[src/rtl/sema_pkg.sv]
package sema_pkg;

    typedef enum logic [1:0] {
        OWN_NONE  = 2'd0,
        OWN_LEFT  = 2'd1,
        OWN_RIGHT = 2'd2
    } owner_e;

    typedef struct packed {
        logic wr;
        logic val;
    } sema_cmd_t;

    // New owner from the current owner and the updated request latches
    // (latch value 0 means "requesting"). The current owner keeps the flag
    // while its own latch stays 0; on a tie from free the left side wins.
    function automatic owner_e next_owner(owner_e cur, logic nreq_l, logic nreq_r);
        owner_e nxt;
        unique case (cur)
            OWN_RIGHT: nxt = !nreq_r ? OWN_RIGHT : (!nreq_l ? OWN_LEFT : OWN_NONE);
            OWN_LEFT:  nxt = !nreq_l ? OWN_LEFT  : (!nreq_r ? OWN_RIGHT : OWN_NONE);
            default:   nxt = !nreq_l ? OWN_LEFT  : (!nreq_r ? OWN_RIGHT : OWN_NONE);
        endcase
        return nxt;
    endfunction

endpackage

[src/rtl/sema_port_decode.sv]
module sema_port_decode
    import sema_pkg::*;
#(
    parameter int ADDR_W = 12,
    parameter int DATA_W = 18,
    parameter int IDX_W  = 3
) (
    input  logic              sem_n,
    input  logic              ce_n,
    input  logic              ub_n,
    input  logic              lb_n,
    input  logic              oe_n,
    input  logic              we_n,
    input  logic [ADDR_W-1:0] addr,
    input  logic [DATA_W-1:0] wdata,
    output logic [IDX_W-1:0]  idx,
    output sema_cmd_t         cmd,
    output logic              rd_act
);
    logic access;
    logic unused_bits;

    assign access      = !sem_n && (ce_n || (ub_n && lb_n));
    assign idx         = addr[IDX_W-1:0];
    assign cmd.wr      = access && !we_n;
    assign cmd.val     = wdata[0];
    assign rd_act      = access && !oe_n && we_n;
    assign unused_bits = ^{addr[ADDR_W-1:IDX_W], wdata[DATA_W-1:1]};
endmodule

[src/rtl/sema_flag_cell.sv]
module sema_flag_cell
    import sema_pkg::*;
(
    input  logic clk,
    input  logic rst,
    input  logic hit_l,
    input  logic val_l,
    input  logic hit_r,
    input  logic val_r,
    output logic own_l,
    output logic own_r
);
    logic   req_l_q, req_r_q;
    owner_e owner_q;
    logic   nreq_l, nreq_r;

    assign nreq_l = hit_l ? val_l : req_l_q;
    assign nreq_r = hit_r ? val_r : req_r_q;

    always_ff @(posedge clk) begin
        if (rst) begin
            req_l_q <= 1'b1;
            req_r_q <= 1'b1;
            owner_q <= OWN_NONE;
        end else begin
            req_l_q <= nreq_l;
            req_r_q <= nreq_r;
            owner_q <= next_owner(owner_q, nreq_l, nreq_r);
        end
    end

    assign own_l = (owner_q == OWN_LEFT);
    assign own_r = (owner_q == OWN_RIGHT);
endmodule

[src/rtl/sema_read_hold.sv]
module sema_read_hold #(
    parameter int DATA_W = 18
) (
    input  logic              clk,
    input  logic              rst,
    input  logic              rd_act,
    input  logic              view,
    output logic [DATA_W-1:0] rdata
);
    logic act_q;
    logic hold_q;

    always_ff @(posedge clk) begin
        if (rst) begin
            act_q  <= 1'b0;
            hold_q <= 1'b1;
        end else begin
            act_q <= rd_act;
            if (rd_act && !act_q) begin
                hold_q <= view;
            end
        end
    end

    assign rdata = act_q ? {DATA_W{hold_q}} : '0;
endmodule

[src/rtl/sema_unit.sv]
module sema_unit
    import sema_pkg::*;
#(
    parameter int NUM_FLAGS = 8,
    parameter int ADDR_W    = 12,
    parameter int DATA_W    = 18
) (
    input  logic              clk,
    input  logic              rst,
    input  logic              l_sem_n,
    input  logic              l_ce_n,
    input  logic              l_ub_n,
    input  logic              l_lb_n,
    input  logic              l_oe_n,
    input  logic              l_we_n,
    input  logic [ADDR_W-1:0] l_addr,
    input  logic [DATA_W-1:0] l_wdata,
    output logic [DATA_W-1:0] l_rdata,
    input  logic              r_sem_n,
    input  logic              r_ce_n,
    input  logic              r_ub_n,
    input  logic              r_lb_n,
    input  logic              r_oe_n,
    input  logic              r_we_n,
    input  logic [ADDR_W-1:0] r_addr,
    input  logic [DATA_W-1:0] r_wdata,
    output logic [DATA_W-1:0] r_rdata
);
    localparam int IDX_W = $clog2(NUM_FLAGS);

    logic [IDX_W-1:0]     l_idx, r_idx;
    sema_cmd_t            l_cmd, r_cmd;
    logic                 l_rd_act, r_rd_act;
    logic [NUM_FLAGS-1:0] own_l_vec, own_r_vec;

    sema_port_decode #(.ADDR_W(ADDR_W), .DATA_W(DATA_W), .IDX_W(IDX_W)) l_dec_i (
        .sem_n(l_sem_n), .ce_n(l_ce_n), .ub_n(l_ub_n), .lb_n(l_lb_n),
        .oe_n(l_oe_n), .we_n(l_we_n), .addr(l_addr), .wdata(l_wdata),
        .idx(l_idx), .cmd(l_cmd), .rd_act(l_rd_act)
    );

    sema_port_decode #(.ADDR_W(ADDR_W), .DATA_W(DATA_W), .IDX_W(IDX_W)) r_dec_i (
        .sem_n(r_sem_n), .ce_n(r_ce_n), .ub_n(r_ub_n), .lb_n(r_lb_n),
        .oe_n(r_oe_n), .we_n(r_we_n), .addr(r_addr), .wdata(r_wdata),
        .idx(r_idx), .cmd(r_cmd), .rd_act(r_rd_act)
    );

    for (genvar k = 0; k < NUM_FLAGS; k++) begin : g_flag
        sema_flag_cell cell_i (
            .clk  (clk),
            .rst  (rst),
            .hit_l(l_cmd.wr && (l_idx == IDX_W'(k))),
            .val_l(l_cmd.val),
            .hit_r(r_cmd.wr && (r_idx == IDX_W'(k))),
            .val_r(r_cmd.val),
            .own_l(own_l_vec[k]),
            .own_r(own_r_vec[k])
        );
    end

    sema_read_hold #(.DATA_W(DATA_W)) l_hold_i (
        .clk(clk), .rst(rst), .rd_act(l_rd_act),
        .view(!own_l_vec[l_idx]), .rdata(l_rdata)
    );

    sema_read_hold #(.DATA_W(DATA_W)) r_hold_i (
        .clk(clk), .rst(rst), .rd_act(r_rd_act),
        .view(!own_r_vec[r_idx]), .rdata(r_rdata)
    );
endmodule

[config.mk]
export PLATFORM = sky130hd
export DESIGN_NAME = sema_unit
export DESIGN_NICKNAME = d
export VERILOG_FILES = /design/src/rtl/sema_pkg.sv /design/src/rtl/sema_port_decode.sv /design/src/rtl/sema_flag_cell.sv /design/src/rtl/sema_read_hold.sv /design/src/rtl/sema_unit.sv
export SDC_FILE = /design/constraint.sdc
export NUM_CORES = 1
export LEC_CHECK = 0
export BUFFER_PORTS_ARGS = -buffer_cell sky130_fd_sc_hd__buf_2
export CAP_MARGIN = 10
export CORE_MARGIN = 4
export CORE_UTILIZATION = 47
export DETAILED_ROUTE_END_ITERATION = 10
export PLACE_DENSITY = 0.9
export REMOVE_ABC_BUFFERS = 1
export SETUP_SLACK_MARGIN = 0.5
export SYNTH_ARGS = -nofsm -noshare
export SYNTH_HDL_FRONTEND = slang
export SYNTH_SLANG_ARGS = --single-unit
[constraint.sdc]
create_clock -name clk -period 3.3 [get_ports clk]
set_input_delay 0.66 -clock clk [delete_from_list [all_inputs] [get_ports clk]]
set_output_delay 0.66 -clock clk [all_outputs]
set_load 0.02 [all_outputs]
# After elaboration in Yosys (flattened, before gate mapping)
# Index checks and enable logic that the tools add are counted.
# totals
output_inout_bits	36
word_cells	164
regBits	36
in_bits	74
# op_classes
muxes	62
eq_ne	30
magnitude_cmp	2
reduce_logical	42
# op_table
cell	n
$mux 2	32
$mux 18	2
$logic_and 1x1->1	28
$mux 1	26
$eq 3x3->1 const B	8
$eq 2x1->1 const B	8
$eq 2x2->1 const B	8
$eq 3x2->1 const B	4
$logic_not 1->1	10
$lt 3x4->1 const B	2
$bmux 1 s3	2
$eq 3x1->1 const B	2
$logic_not 3->1	2
$logic_or 1x1->1	2

# Longest topological paths before layout
# logic_depth
ltp_word	9
ltp_mapped	5
mapped_depth_nobuf	4

# Modules after synthesis
# Synthesis repeated with hierarchy kept, for this count alone.
# unflattened
cells_unflattened	200
area_unflattened_um2	2009.4
# modules_own_cells
module	cells_per_inst	area_per_inst_um2	instances
sema_flag_cell	13	153.9	8
sema_read_hold	25	212.7	2
sema_unit	32	242.7	1
sema_port_decode	7	55.1	2

# Least setup slack after synthesis
# No wires, ideal clock.
# synth_path
path_kind	input to register
startpoint	in r_addr[0]
endpoint	reg r_hold_i.hold_q
arrival_ns	1.661
stages	4
required_time_ns	3.178
slack_ns	1.517
cell_sequence	buf_6 -> mux4_2 -> nand2b_1 -> a221o_1
# synth_via
elab_chain_cells	3
# synth_lines
item	line_no	rtl
start, declared	sema_unit.sv:25	input logic [ADDR_W-1:0] r_addr,
$bmux 1 s3	sema_unit.sv:68	.view(!own_r_vec[r_idx]), .rdata(r_rdata)
$mux 1 (not written as such)	sema_unit.sv:68	
$logic_not 1->1	sema_unit.sv:68	
end signal, assigned	sema_read_hold.sv:20	hold_q <= view;
end, declared	sema_read_hold.sv:11	logic hold_q;
# No other way between the ends. The select of a mux whose other input is x is not followed.
# A chain may end at the register's enable or synchronous reset.

# Final worst setup path
# layout_path
startpoint	reg r_hold_i.hold_q
endpoint	out r_rdata[4]
# layout_via
elab_chain_cells	1
# layout_lines
item	line_no	rtl
$mux 18	sema_read_hold.sv:25	assign rdata = act_q ? {DATA_W{hold_q}} : '0;
end, declared	sema_unit.sv:27	output logic [DATA_W-1:0] r_rdata
# No other way between the ends.

==> impl_metrics.ini <==
[status]
outcome = finished, final reports clean

[place]
pre_cts_ws_ps = 1360
routabilityCongestion = 0.863
dp_hpwl_mm = 2.92
dpl_cell_area_sq_um = 1970
io_buffers = 57

[clock_network]
cts-resized-gates = 0
cts_sinks = 36
cts_tree = yes
insertion_delay_ps = 280
path_clk_slew_ps = 70
numCtsBuffers = 5
root_buffer = clkbuf_8
htreeDepth = 2
cts_setup_buffers = 0
holdBufCountCts = 0
clk_path_buf_depth = 2

[layout]
fin_nets = 297
diodes = 0
final_cell_area_sq_um = 2060
drive_above_1_share = 0.353
area.growth.synth_to_final_pct = 7.72
final_cell_mix = buf_2, dfxtp_1, nand2b_1, nand3_1, nand2_1
final_common_cell = buf_2

[die]
top_level_ports = 110
initial_utilization = 0.503
design.core.area_sq_um = 3800
dieHeight_um = 71.8
die_w_um = 71.8
die_area_sq_um = 5150
rows = 22

[timing]
period_share = 0.590
fin_crit_ps = 1950
tightest_slew_ps = 752
setup_viol = 0
hold_viol = 0
clock_skew_ps = 2.93
fmax_ghz = 0.514
worst_slack_ps = 1350
max_slew_margin = 0.498
slew_violations = 0
holdWs_ps = 475
rsz0062_at_grt = no
final.setup.tns_ps = 0

[hold_path]
min_path_type = register to register
holdPathStages = 2

[synth]
synth_xor_area_frac = 0
synth_top_area_share = 0.377
synth_top_family_by_area = simple AND/OR/NAND/NOR gates
synth.largest_area_cell = dfxtp_1
synth_compound_gate_area_share = 0.127
synthSimpleGateAreaFrac = 0.237
synth_area_per_cell_sq_um = 9.61
synth_seq_cells = 36
synth_flop_cell = dfxtp_1
syn_inst = 199
synthMuxAreaShare = 0.101
synthesis.area_sq_um = 1910
synthAdderAreaFrac = 0
async_reset_ff_frac = 0
synthTopCellsByArea = dfxtp_1, buf_4, mux2_2
synth-seq-area-share = 0.377
yosys_warnings = 0
synth-edff-count = 0
yosysUniqueCellTypes = 39

[worst_setup_path]
crit_buf_inv = 1
path_depth = 2
start_kind = register
reg2regPathDepth = 4
crit_path_end_kind = primary output
arrival_ps = 1290
critPathTopFamily = simple AND/OR/NAND/NOR gates
crit_fanout = 18
critPathKind = register to primary output
cp_slowest_cell = and2_1
required_ps = 2640
crit_chain = and2_1 -> buf_2
max_stage_delay_ps = 400

[power_and_ir_drop]
p_per_area_nw_per_um2 = 412
ir_drop_v = 0.000236
leakage_nw = 0.958

[drt]
drt_iter0_markers = 113
drc = 0
ant_nets = 0
drt_wl_total_mm = 3.93
viasPerCell = 5.44
routedWlPerCell_um = 14.5
vias = 1480
drtPass1Iterations = 4

[job]
maxCapViolations = 0

[global_route]
grt_util_all_layers = 0.155
grt_max_degree = 25
grt_remaining_overflow = 0
antenna_found_initial = 0
grt_pass1_wl_mm = 6.20
grt_pass1_vias = 1338
-- synthesized netlist by cell type (2+ instances only) --
library cell  instances
mux2_2                8
and2_1                2
mux2i_1               8
buf_4                34
a21o_1                2
o21ai_0               2
dfxtp_1              36
buf_2                 2
clkbuf_1              3
and2b_1               3
a21oi_1               5
nand2b_4              4
nand3_1              13
nand2b_1             14
nand2_1              10
o211a_1               8
nand4_1               4
inv_1                 4
nor2b_1               5
nor2_1                6
a211oi_1              8
-- state kept, by name, summed over array words and instances, names as in the netlist --
signal	flops
g_flag.cell_i.req_l_q	8
r_hold_i.hold_q	1
r_hold_i.act_q	1
l_hold_i.act_q	1
l_hold_i.hold_q	1
g_flag.cell_i.req_r_q	8
g_flag.cell_i.owner_q	16
-- worst paths after layout --
check	startpoint	end	slack (ps)
min reg2reg	l_hold_i.hold_q	l_hold_i.hold_q	470
max reg2reg	g_flag[7].cell_i.owner_q[0]	r_hold_i.hold_q	1820
min	l_hold_i.hold_q	l_hold_i.hold_q	470
max	r_hold_i.hold_q	r_rdata[4]	1350
-- cell type report --
cell class	count	area [sq um]
fillers	354	1740
repair buffers	57	285
well taps	48	60.1
inverters	4	15.0
flip-flops and latches	36	721
clock buffers	8	90.1
multi-input cells	119	888
-- metal layers --
metal	vias up	track usage	routed length, um	part of all wire
met5	-	0	0	0
met4	0	0.0438	42	0.011
met3	4	0.0491	368	0.094
met2	58	0.254	1900	0.48
met1	694	0.195	1620	0.41
li1	724	-	-	-
-- stage by stage --
| stage | utilization | total power [mW] | std cells |
|---|---|---|---|
| after floorplan | - | 0.498 | 159 |
| after detailed placement | 0.518 | 0.542 | 264 |
| final | 0.542 | 0.848 | 272 |
| after global routing | 0.542 | 0.883 | 272 |
| after CTS | 0.542 | 0.860 | 272 |
| after global placement | 0.518 | 0.540 | 264 |
-- power breakdown --
part	internal [mW]	switching, mW	total [mW]
Sequential	0.440	0.00247	0.442
Clock	0.170	0.145	0.315
Combinational	0.0326	0.0583	0.0909
Total	0.642	0.206	0.848
-- tightest hold or removal path: stages (launching register included) --
cell	delay (ps)
dfxtp_1	330
a21oi_1	60
o31ai_1	60
-- cells by family after synthesis --
group                  count (synthesis)
buffers and inverters                 44
muxes                                 17
DFF                                   36
AOI/OAI and AO/OA                     31
and+or+nand+nor                       71
Power figures use the tool's default switching activity.
